===== config.mk =====
export PLATFORM = sky130hd
export DESIGN_NAME = hybrid_vc_buffer
export DESIGN_NICKNAME = d
export VERILOG_FILES = /design/src/rtl/hvb_pkg.sv /design/src/rtl/hvb_fast_store.sv /design/src/rtl/hvb_slow_store.sv /design/src/rtl/hvb_mig_ctrl.sv /design/src/rtl/hybrid_vc_buffer.sv
export SDC_FILE = /design/constraint.sdc
export NUM_CORES = 1
export LEC_CHECK = 0
export CORE_MARGIN = 1
export CORE_UTILIZATION = 40
export DETAILED_ROUTE_END_ITERATION = 10
export PLACE_DENSITY = 0.54
export RECOVER_POWER = 100
export SETUP_SLACK_MARGIN = 0.3
export SLEW_MARGIN = 15
export SYNTH_ARGS = -nofsm -noshare
export SYNTH_HDL_FRONTEND = slang
export SYNTH_SLANG_ARGS = --single-unit

===== constraint.sdc =====
create_clock -name clk -period 16.85 [get_ports clk]
set_input_delay 2.5275 -clock clk [delete_from_list [all_inputs] [get_ports clk]]
set_output_delay 2.5275 -clock clk [all_outputs]
set_load 0.005 [all_outputs]

===== src/rtl/hvb_pkg.sv =====
package hvb_pkg;
  // Which tier supplies the oldest flit
  typedef enum logic [1:0] {
    SRC_NONE = 2'd0,
    SRC_FE   = 2'd1,
    SRC_BE   = 2'd2
  } head_src_e;
endpackage


===== src/rtl/hvb_fast_store.sv =====
module hvb_fast_store #(
  parameter int W     = 128,
  parameter int DEPTH = 4,
  parameter int CW    = $clog2(DEPTH + 1)
) (
  input  logic          clk,
  input  logic          rst,
  input  logic          push,
  input  logic [W-1:0]  push_data,
  input  logic          pop,
  output logic [W-1:0]  head_data,
  output logic [CW-1:0] count
);
  localparam int PW = $clog2(DEPTH);

  logic [W-1:0]  mem [DEPTH];
  logic [PW-1:0] wr_ptr, rd_ptr;

  function automatic logic [PW-1:0] nxt(input logic [PW-1:0] p);
    return (p == PW'(DEPTH - 1)) ? '0 : p + 1'b1;
  endfunction

  always_ff @(posedge clk) begin
    if (push) mem[wr_ptr] <= push_data;
  end

  always_ff @(posedge clk) begin
    if (rst) begin
      wr_ptr <= '0;
      rd_ptr <= '0;
      count  <= '0;
    end else begin
      if (push) wr_ptr <= nxt(wr_ptr);
      if (pop)  rd_ptr <= nxt(rd_ptr);
      case ({push, pop})
        2'b10:   count <= count + 1'b1;
        2'b01:   count <= count - 1'b1;
        default: count <= count;
      endcase
    end
  end

  assign head_data = mem[rd_ptr];
endmodule


===== src/rtl/hvb_slow_store.sv =====
module hvb_slow_store #(
  parameter int W     = 128,
  parameter int DEPTH = 8,
  parameter int LAT   = 6,
  parameter int CW    = $clog2(DEPTH + 1)
) (
  input  logic          clk,
  input  logic          rst,
  input  logic          push,
  input  logic [W-1:0]  push_data,
  input  logic          pop,
  output logic [W-1:0]  head_data,
  output logic          head_ready,
  output logic [CW-1:0] count
);
  localparam int PW = $clog2(DEPTH);
  localparam int BW = $clog2(LAT + 1);
  localparam logic [BW-1:0] BUSY_INIT = BW'(LAT - 1);

  logic [W-1:0]     mem [DEPTH];
  logic [PW-1:0]    wr_ptr, rd_ptr;
  logic [DEPTH-1:0] idle;

  function automatic logic [PW-1:0] nxt(input logic [PW-1:0] p);
    return (p == PW'(DEPTH - 1)) ? '0 : p + 1'b1;
  endfunction

  always_ff @(posedge clk) begin
    if (push) mem[wr_ptr] <= push_data;
  end

  // One write-latency counter per entry; writes pipeline across entries
  for (genvar i = 0; i < DEPTH; i++) begin : g_busy
    logic [BW-1:0] busy_q;
    always_ff @(posedge clk) begin
      if (rst)
        busy_q <= '0;
      else if (push && wr_ptr == PW'(i))
        busy_q <= BUSY_INIT;
      else if (busy_q != '0)
        busy_q <= busy_q - 1'b1;
    end
    assign idle[i] = (busy_q == '0);
  end

  always_ff @(posedge clk) begin
    if (rst) begin
      wr_ptr <= '0;
      rd_ptr <= '0;
      count  <= '0;
    end else begin
      if (push) wr_ptr <= nxt(wr_ptr);
      if (pop)  rd_ptr <= nxt(rd_ptr);
      case ({push, pop})
        2'b10:   count <= count + 1'b1;
        2'b01:   count <= count - 1'b1;
        default: count <= count;
      endcase
    end
  end

  assign head_data  = mem[rd_ptr];
  assign head_ready = idle[rd_ptr];
endmodule


===== src/rtl/hvb_mig_ctrl.sv =====
module hvb_mig_ctrl
  import hvb_pkg::*;
#(
  parameter int FE_DEPTH = 4,
  parameter int BE_DEPTH = 8,
  parameter int FE_CW    = $clog2(FE_DEPTH + 1),
  parameter int BE_CW    = $clog2(BE_DEPTH + 1),
  parameter int THR_W    = $clog2(FE_DEPTH)
) (
  input  logic             clk,
  input  logic             rst,
  input  logic [FE_CW-1:0] fe_cnt,
  input  logic [BE_CW-1:0] be_cnt,
  input  logic [THR_W-1:0] thresh,
  input  logic             be_head_ready,
  input  logic             out_ready,
  output head_src_e        src,
  output logic             out_valid,
  output logic             fe_pop,
  output logic             be_pop,
  output logic             mig_go,
  output logic             credit_out
);
  logic above_thr, be_room;

  // Every back-end flit is older than every front-end flit
  always_comb begin
    if (be_cnt != '0)      src = SRC_BE;
    else if (fe_cnt != '0) src = SRC_FE;
    else                   src = SRC_NONE;
  end

  assign out_valid = (src == SRC_FE) || (src == SRC_BE && be_head_ready);
  assign fe_pop    = out_ready && (src == SRC_FE);
  assign be_pop    = out_ready && out_valid && (src == SRC_BE);

  assign above_thr = (fe_cnt != '0) && (int'(fe_cnt) >= int'(thresh));
  assign be_room   = int'(be_cnt) < BE_DEPTH;
  // A read of the front-end head pre-empts its migration
  assign mig_go    = above_thr && be_room && !fe_pop;

  always_ff @(posedge clk) begin
    if (rst) credit_out <= 1'b0;
    else     credit_out <= fe_pop || mig_go;
  end
endmodule


===== src/rtl/hybrid_vc_buffer.sv =====
module hybrid_vc_buffer
  import hvb_pkg::*;
#(
  parameter int FLIT_W    = 128,
  parameter int FE_DEPTH  = 4,
  parameter int BE_DEPTH  = 8,
  parameter int BE_WR_LAT = 6
) (
  input  logic                        clk,
  input  logic                        rst,
  input  logic                        in_valid,
  input  logic [FLIT_W-1:0]           in_flit,
  input  logic [$clog2(FE_DEPTH)-1:0] mig_thresh,
  input  logic                        out_ready,
  output logic                        out_valid,
  output logic [FLIT_W-1:0]           out_flit,
  output logic                        credit_out
);
  localparam int FE_CW = $clog2(FE_DEPTH + 1);
  localparam int BE_CW = $clog2(BE_DEPTH + 1);
  localparam int THR_W = $clog2(FE_DEPTH);

  logic [FE_CW-1:0]  fe_cnt;
  logic [BE_CW-1:0]  be_cnt;
  logic [FLIT_W-1:0] fe_head, be_head;
  logic              be_head_ready, fe_pop, be_pop, mig_go;
  head_src_e         src;

  hvb_fast_store #(.W(FLIT_W), .DEPTH(FE_DEPTH), .CW(FE_CW)) u_fast (
    .clk(clk), .rst(rst),
    .push(in_valid), .push_data(in_flit),
    .pop(fe_pop || mig_go),
    .head_data(fe_head), .count(fe_cnt)
  );

  hvb_slow_store #(.W(FLIT_W), .DEPTH(BE_DEPTH), .LAT(BE_WR_LAT), .CW(BE_CW)) u_slow (
    .clk(clk), .rst(rst),
    .push(mig_go), .push_data(fe_head),
    .pop(be_pop),
    .head_data(be_head), .head_ready(be_head_ready), .count(be_cnt)
  );

  hvb_mig_ctrl #(
    .FE_DEPTH(FE_DEPTH), .BE_DEPTH(BE_DEPTH),
    .FE_CW(FE_CW), .BE_CW(BE_CW), .THR_W(THR_W)
  ) u_ctrl (
    .clk(clk), .rst(rst),
    .fe_cnt(fe_cnt), .be_cnt(be_cnt), .thresh(mig_thresh),
    .be_head_ready(be_head_ready), .out_ready(out_ready),
    .src(src), .out_valid(out_valid),
    .fe_pop(fe_pop), .be_pop(be_pop), .mig_go(mig_go),
    .credit_out(credit_out)
  );

  assign out_flit = (src == SRC_BE) ? be_head : fe_head;
endmodule


==> reports/results.ini, run 1 <==
[grt]
track_usage_pct = 18.2
grt_pass1_wl_um = 201000
grt_max_degree = 149
grt_overflow_total = 0
grt_pass1_vias = 30174
grt_antenna_before_repair = 39

[placed_design]
gp_congestion = 0.711
post-place-ws_ns = 10.34
io_buffers = 263
dp_hpwl_um = 73800

[sta]
tns_ns = 0
setup_viol = 0
fin_crit_sh_pct = 68.6
finalMaxSlewViolations = 1707
period_needed_ns = 11.55
setup_ws_ns = 5.30
worstMarginPinSlew_ns = 9.51
slew_headroom_pct = -534
skew_ns = 0.0211
final-hold-violation-count = 0
rsz0062_at_grt = no
max_freq_ghz = 0.0865

[yosys]
yosys-top-cells-area = edfxtp_1, mux4_2, mux2i_1
ys_async_sr_fraction_pct = 0
synth_seq_cells = 1583
synth_compound_area_share_pct = 1.65
synthAdderAreaFrac_pct = 0.922
syn_inst = 2736
syn_avg_cell_area_um2 = 22.1
netlist_top_cells_count = edfxtp_1, mux4_2, o21ai_0, mux2i_1, nand2_1
synth-edff-count = 1536
synth.most_common_cell = edfxtp_1
synthMuxAreaShare_pct = 16.7
synth_xor_area_share_pct = 0.203
yosysTopAreaCell = edfxtp_1
ys_types = 43
synth_area_um2 = 60500
synth-simple-area-share_pct = 1.49
synth_top_area_share_pct = 76.2
synth_top_family_by_area = multiplexers
yosysWarnings = 0
synth_flop_cell = edfxtp_1
syn_nets = 2914
ys_seq_area_share_pct = 77.8

[routing]
drt_iter0_markers = 1860
drtAntennaViolNets = 0
vias = 27683
wirelength_um = 137000
drcViolationCount = 0
wl_per_cell_um = 26.3
vias_per_cell = 5.30
drt_pass1_iterations = 5

[layout]
fin_nets = 3251
drive_gt1_share_pct = 19.0
area_growth_pct = 16.3
fillCellCount = 12391

[power_and_ir_drop]
pwr-share-comb_pct = 21.7
power.static_leakage_nw = 21.6
switching_share_pct = 26.9
seq_power_share_pct = 46.4
p_switching_mw = 2.87
p_total_mw = 10.7
peakVddDrop_mv = 0.0933
clkPwrFrac_pct = 31.9
p_int_mw = 7.81
pwr_density_cell_nw_per_um2 = 152

[floorplan]
ios = 264
die-height_um = 391
dieWidth_um = 391
core_area_um2 = 150000
start_util_pct = 40.3
dieArea_um2 = 153000
core.rowCount = 142

[clock_network]
post_cts_resized = 0
tritoncts = yes
cts_inserted_buffers = 164
clockBufferDepth = 3
insertion_delay_ns = 0.78
cts_setup_buffers = 0
clk_pin_slew_ns = 0.06
h-tree-depth = 4
clockRootBuffer = clkbuf_16
hold_buffers = 0
cts_sinks = 1583

[worst_setup_path]
endpoint_kind = flip-flop
cp.arrival_ns = 11.64
crit_path_start_kind = input pin
cp.required_ns = 16.93
worstSetupPathType = input pin to flip-flop
critical_path.max_fanout = 109

[status]
violations = capacitance limit, slew limit
status = finished with violations

[job]
cap_violations = 36

[hold_path]
hold_class = flip-flop to flip-flop

-- metal layers --
| layer | vias to the layer above | global-route usage (%) | part of all wire, % |
|---|---|---|---|
| met5 | - | 0 | 0.11 |
| met4 | 24 | 5.40 | 2.3 |
| met3 | 230 | 4.36 | 5.3 |
| met2 | 601 | 32.0 | 52 |
| met1 | 14782 | 22.0 | 40 |
| li1 | 12046 | - | - |
-- path summary, 6_finish.rpt --
kind / start / to / slack (ns) / cells past startpoint
max: mig_thresh[0] / u_slow.mem[4][44] / 5.30 / 9
min reg2reg: u_fast.rd_ptr[0] / flip-flop / 0.52 / 2
max reg2reg: u_fast.count[0] / u_slow.mem[4][44] / 7.09 / 9
min: u_fast.rd_ptr[0] / flip-flop / 0.52 / 2
-- kinds of logic after synthesis --
family          after synthesis
buf+inv                     181
mux                         527
fa+ha+maj                    44
xor+xnor                     14
simple gates                203
flops                      1583
compound gates              184
-- metrics by stage --
| stage | util [%] | cells | area [µm²] | hold slack (ns) |
|---|---|---|---|---|
| floorplan | - | 2736 | 60500 | 0.472 |
| global placement | 43.7 | 4923 | 65500 | 0.481 |
| detailed placement | 43.7 | 4923 | 65500 | 0.504 |
| CTS | 47.1 | 5211 | 70600 | 0.514 |
| global route | 46.9 | 5214 | 70300 | 0.554 |
| finish | 46.9 | 5222 | 70400 | 0.515 |
-- flip-flops by register name, summed over array words and instances (netlist names), named ones only --
signal	count
u_fast.count	3
u_fast.wr_ptr	2
u_slow.rd_ptr	3
u_slow.wr_ptr	3
u_slow.count	4
u_slow.mem	1024
u_slow.g_busy.busy_q	24
u_ctrl.credit_out	1
u_fast.rd_ptr	2
u_fast.mem	512
-- power groups by stage --
stage          Clock (mW)  Sequential [mW]  Combinational, mW
6_report             3.41             4.95               2.32
5_1_grt              3.63             4.98               2.56
4_1_cts              3.50             4.94               2.53
3_5_place_dp            0             5.02               2.51
3_3_place_gp            0             5.00               2.47
2_1_floorplan           0             4.96               1.35
-- cells in the final DEF, fill, tap and decap left out, drive strengths merged, types with 3 or more instances in the layout --
master | netlist | final
a211oi | 10 | 10
a21oi | 23 | 23
and2 | 4 | 4
and3 | 4 | 4
buf | 73 | 11
bufinv | 0 | 8
clkbuf | 63 | 249
clkinv | 0 | 54
clkinvlp | 0 | 4
dfxtp | 47 | 47
diode | 0 | 11
dlygate4sd3 | 0 | 261
edfxtp | 1536 | 1536
ha | 43 | 43
inv | 45 | 51
mux2i | 143 | 143
mux4 | 384 | 384
nand2 | 138 | 138
nand3 | 5 | 5
nand3b | 3 | 3
nor2 | 22 | 22
nor2b | 5 | 5
nor3 | 9 | 9
o21ai | 147 | 147
or3 | 4 | 4
or4 | 3 | 3
xor2 | 13 | 13
-- worst max-delay path, cell delays in order --
cell           delay, ns
dlygate4sd3_1       0.54
ha_1                0.29
nand2b_1            0.12
a211oi_1            0.15
nor3_2              0.19
clkbuf_1            0.48
nand2_1             0.21
nor3_1              0.40
clkbuf_1            6.59
-- cell type report --
cell class	instances	area [µm²]	share of cell area, %
diodes	11	27.5	0.0391
clock buffers	216	4450	6.32
clock inverters	72	586	0.832
inverters	45	169	0.240
multi-input cells	972	12600	18.0
flip-flops and latches	1583	47100	66.9
well taps	2016	2520	3.59
repair buffers	307	2890	4.11
Note: power is estimated with default switching activity, not from simulation.
==> run 2, diff against run 1 <==
Settings changed: PLACE_DENSITY 0.54 to 0.56.
Clock period 16.85 ns to 10.45 ns, I/O delays scaled along.
==> reports/results.ini, run 2 (synthesis results as in run 1) <==
[floorplan]
ios = 264
die-height_um = 391
start_util_pct = 40.3
core_area_um2 = 150000
dieArea_um2 = 153000
dieWidth_um = 391
core.rowCount = 142

[layout]
reg.largest.list = u_slow.mem x1024, u_fast.mem x512, u_slow.g_busy.busy_q x24
largest_reg_flops = 1024
drive_gt1_share_pct = 20.4
fin_cells = 5238
most-common-layout-cells = edfxtp_1, mux4_2, dlygate4sd3_1
final_util_pct = 47.2
final_common_cell = edfxtp_1
final_cell_area_um2 = 70800
area_growth_pct = 17.0
fin_nets = 3266
largest_register = u_slow.mem

[power_and_ir_drop]
power.static_leakage_nw = 21.9
peakVddDrop_mv = 0.145
pwr_density_cell_nw_per_um2 = 248
p_total_mw = 17.5

[job]
cap_violations = 30

[worst_setup_path]
crit_buf_inv = 4
worstPathCellList = dlygate4sd3_1 -> ha_1 -> nand2b_1 -> a211oi_1 -> nor4_2 -> clkbuf_1 -> and3_1 -> clkbuf_1 -> clkbuf_1
crit_path_start_kind = input pin
cpPeakStageDelay_ns = 2.18
worstSetupPathType = input pin to flip-flop
cp_common_cell = clkbuf_1
endpoint_kind = flip-flop
cp.required_ns = 10.77
critical_path.max_fanout = 36
cp.arrival_ns = 8.41
cp_top_family = buffers and inverters
worst_path_max_delay_cell = clkbuf_1

[placed_design]
gp_congestion = 0.722
placed_area_um2 = 65700
dp_hpwl_um = 77000
dp.cells = 4936
io_buffers = 263

[clock_network]
clockRootBuffer = clkbuf_16
cts_setup_buffers = 0
clockBufferDepth = 3
cts_sinks = 1583
hold_buffers = 0
post_cts_resized = 0
tritoncts = yes
cts_inserted_buffers = 166
insertion_delay_ns = 0.80
clk_pin_slew_ns = 0.06
h-tree-depth = 4

[sta]
final-hold-violation-count = 0
setup_viol = 0
worstMarginPinSlew_ns = 4.42
rsz0062_at_grt = no
slew_headroom_pct = -195
max_freq_ghz = 0.124
finalMaxSlewViolations = 1128
skew_ns = 0.0281
period_needed_ns = 8.09
fin_crit_sh_pct = 77.4

[routing]
drcViolationCount = 0
wirelength_um = 138000
drt_iter0_markers = 2174
drtAntennaViolNets = 0
vias = 27702
vias_per_cell = 5.29
wl_per_cell_um = 26.3
drt_pass1_iterations = 7

[grt]
grt_antenna_before_repair = 25
grt_pass1_vias = 29809
grt_pass1_wl_um = 201000
grt_max_degree = 98
grt_overflow_total = 0
track_usage_pct = 18.2

[hold_path]
hold_class = flip-flop to flip-flop

[status]
status = finished with violations
violations = capacitance limit, slew limit

## run 2: where the power goes
part	internal (mW)	total, mW	switching (mW)	leakage [nW]
sequential	7.78	7.95	0.163	14.3
combinational	1.60	3.84	2.23	4.96
clock	3.35	5.74	2.39	2.60
total	12.7	17.5	4.79	21.9
## run 2: layer usage
metal	track usage, %	vias up	share of wire [%]
li1	-	12072	-
met1	22.7	14797	41
met2	32.6	627	53
met3	3.36	192	4.6
met4	4.28	14	1.7
met5	0	-	0.070
## run 2: cell type report
| type | instances | area (µm²) |
|---|---|---|
| diodes | 5 | 12.5 |
| clock buffers | 203 | 4310 |
| clock inverters | 94 | 1000 |
| fillers | 12340 | 79200 |
| inverters | 45 | 169 |
| multi-input cells | 972 | 12600 |
| flip-flops and latches | 1583 | 47100 |
| well taps | 2016 | 2520 |
| repair buffers | 320 | 3030 |
## run 2: worst min-delay path: cells and delay by family, from the launching register on
family / cells / cell delay [ns]
DFF: 1 / 0.30
AOI/OAI and AO/OA: 2 / 0.18
## run 2: final timing paths
path                            slack, ns                          to  cells past startpoint                       start
worst max register to register       3.21           u_slow.mem[3][75]                      9             u_fast.count[0]
worst min register to register       0.53  u_slow.g_busy[1].busy_q[1]                      2  u_slow.g_busy[1].busy_q[1]
worst min-delay path                 0.53  u_slow.g_busy[1].busy_q[1]                      2  u_slow.g_busy[1].busy_q[1]
worst max-delay path                 2.36           u_slow.mem[3][75]                      9               mig_thresh[0]
## run 2: per-stage QoR
step	hold slack, ns	setup TNS (ns)	worst slack (ns)
floorplan	0.472	-735.63	-1.44
global placement	0.492	0	5.05
detailed placement	0.520	0	5.02
CTS	0.537	0	4.14
global route	0.571	0	2.10
finish	0.534	0	2.36
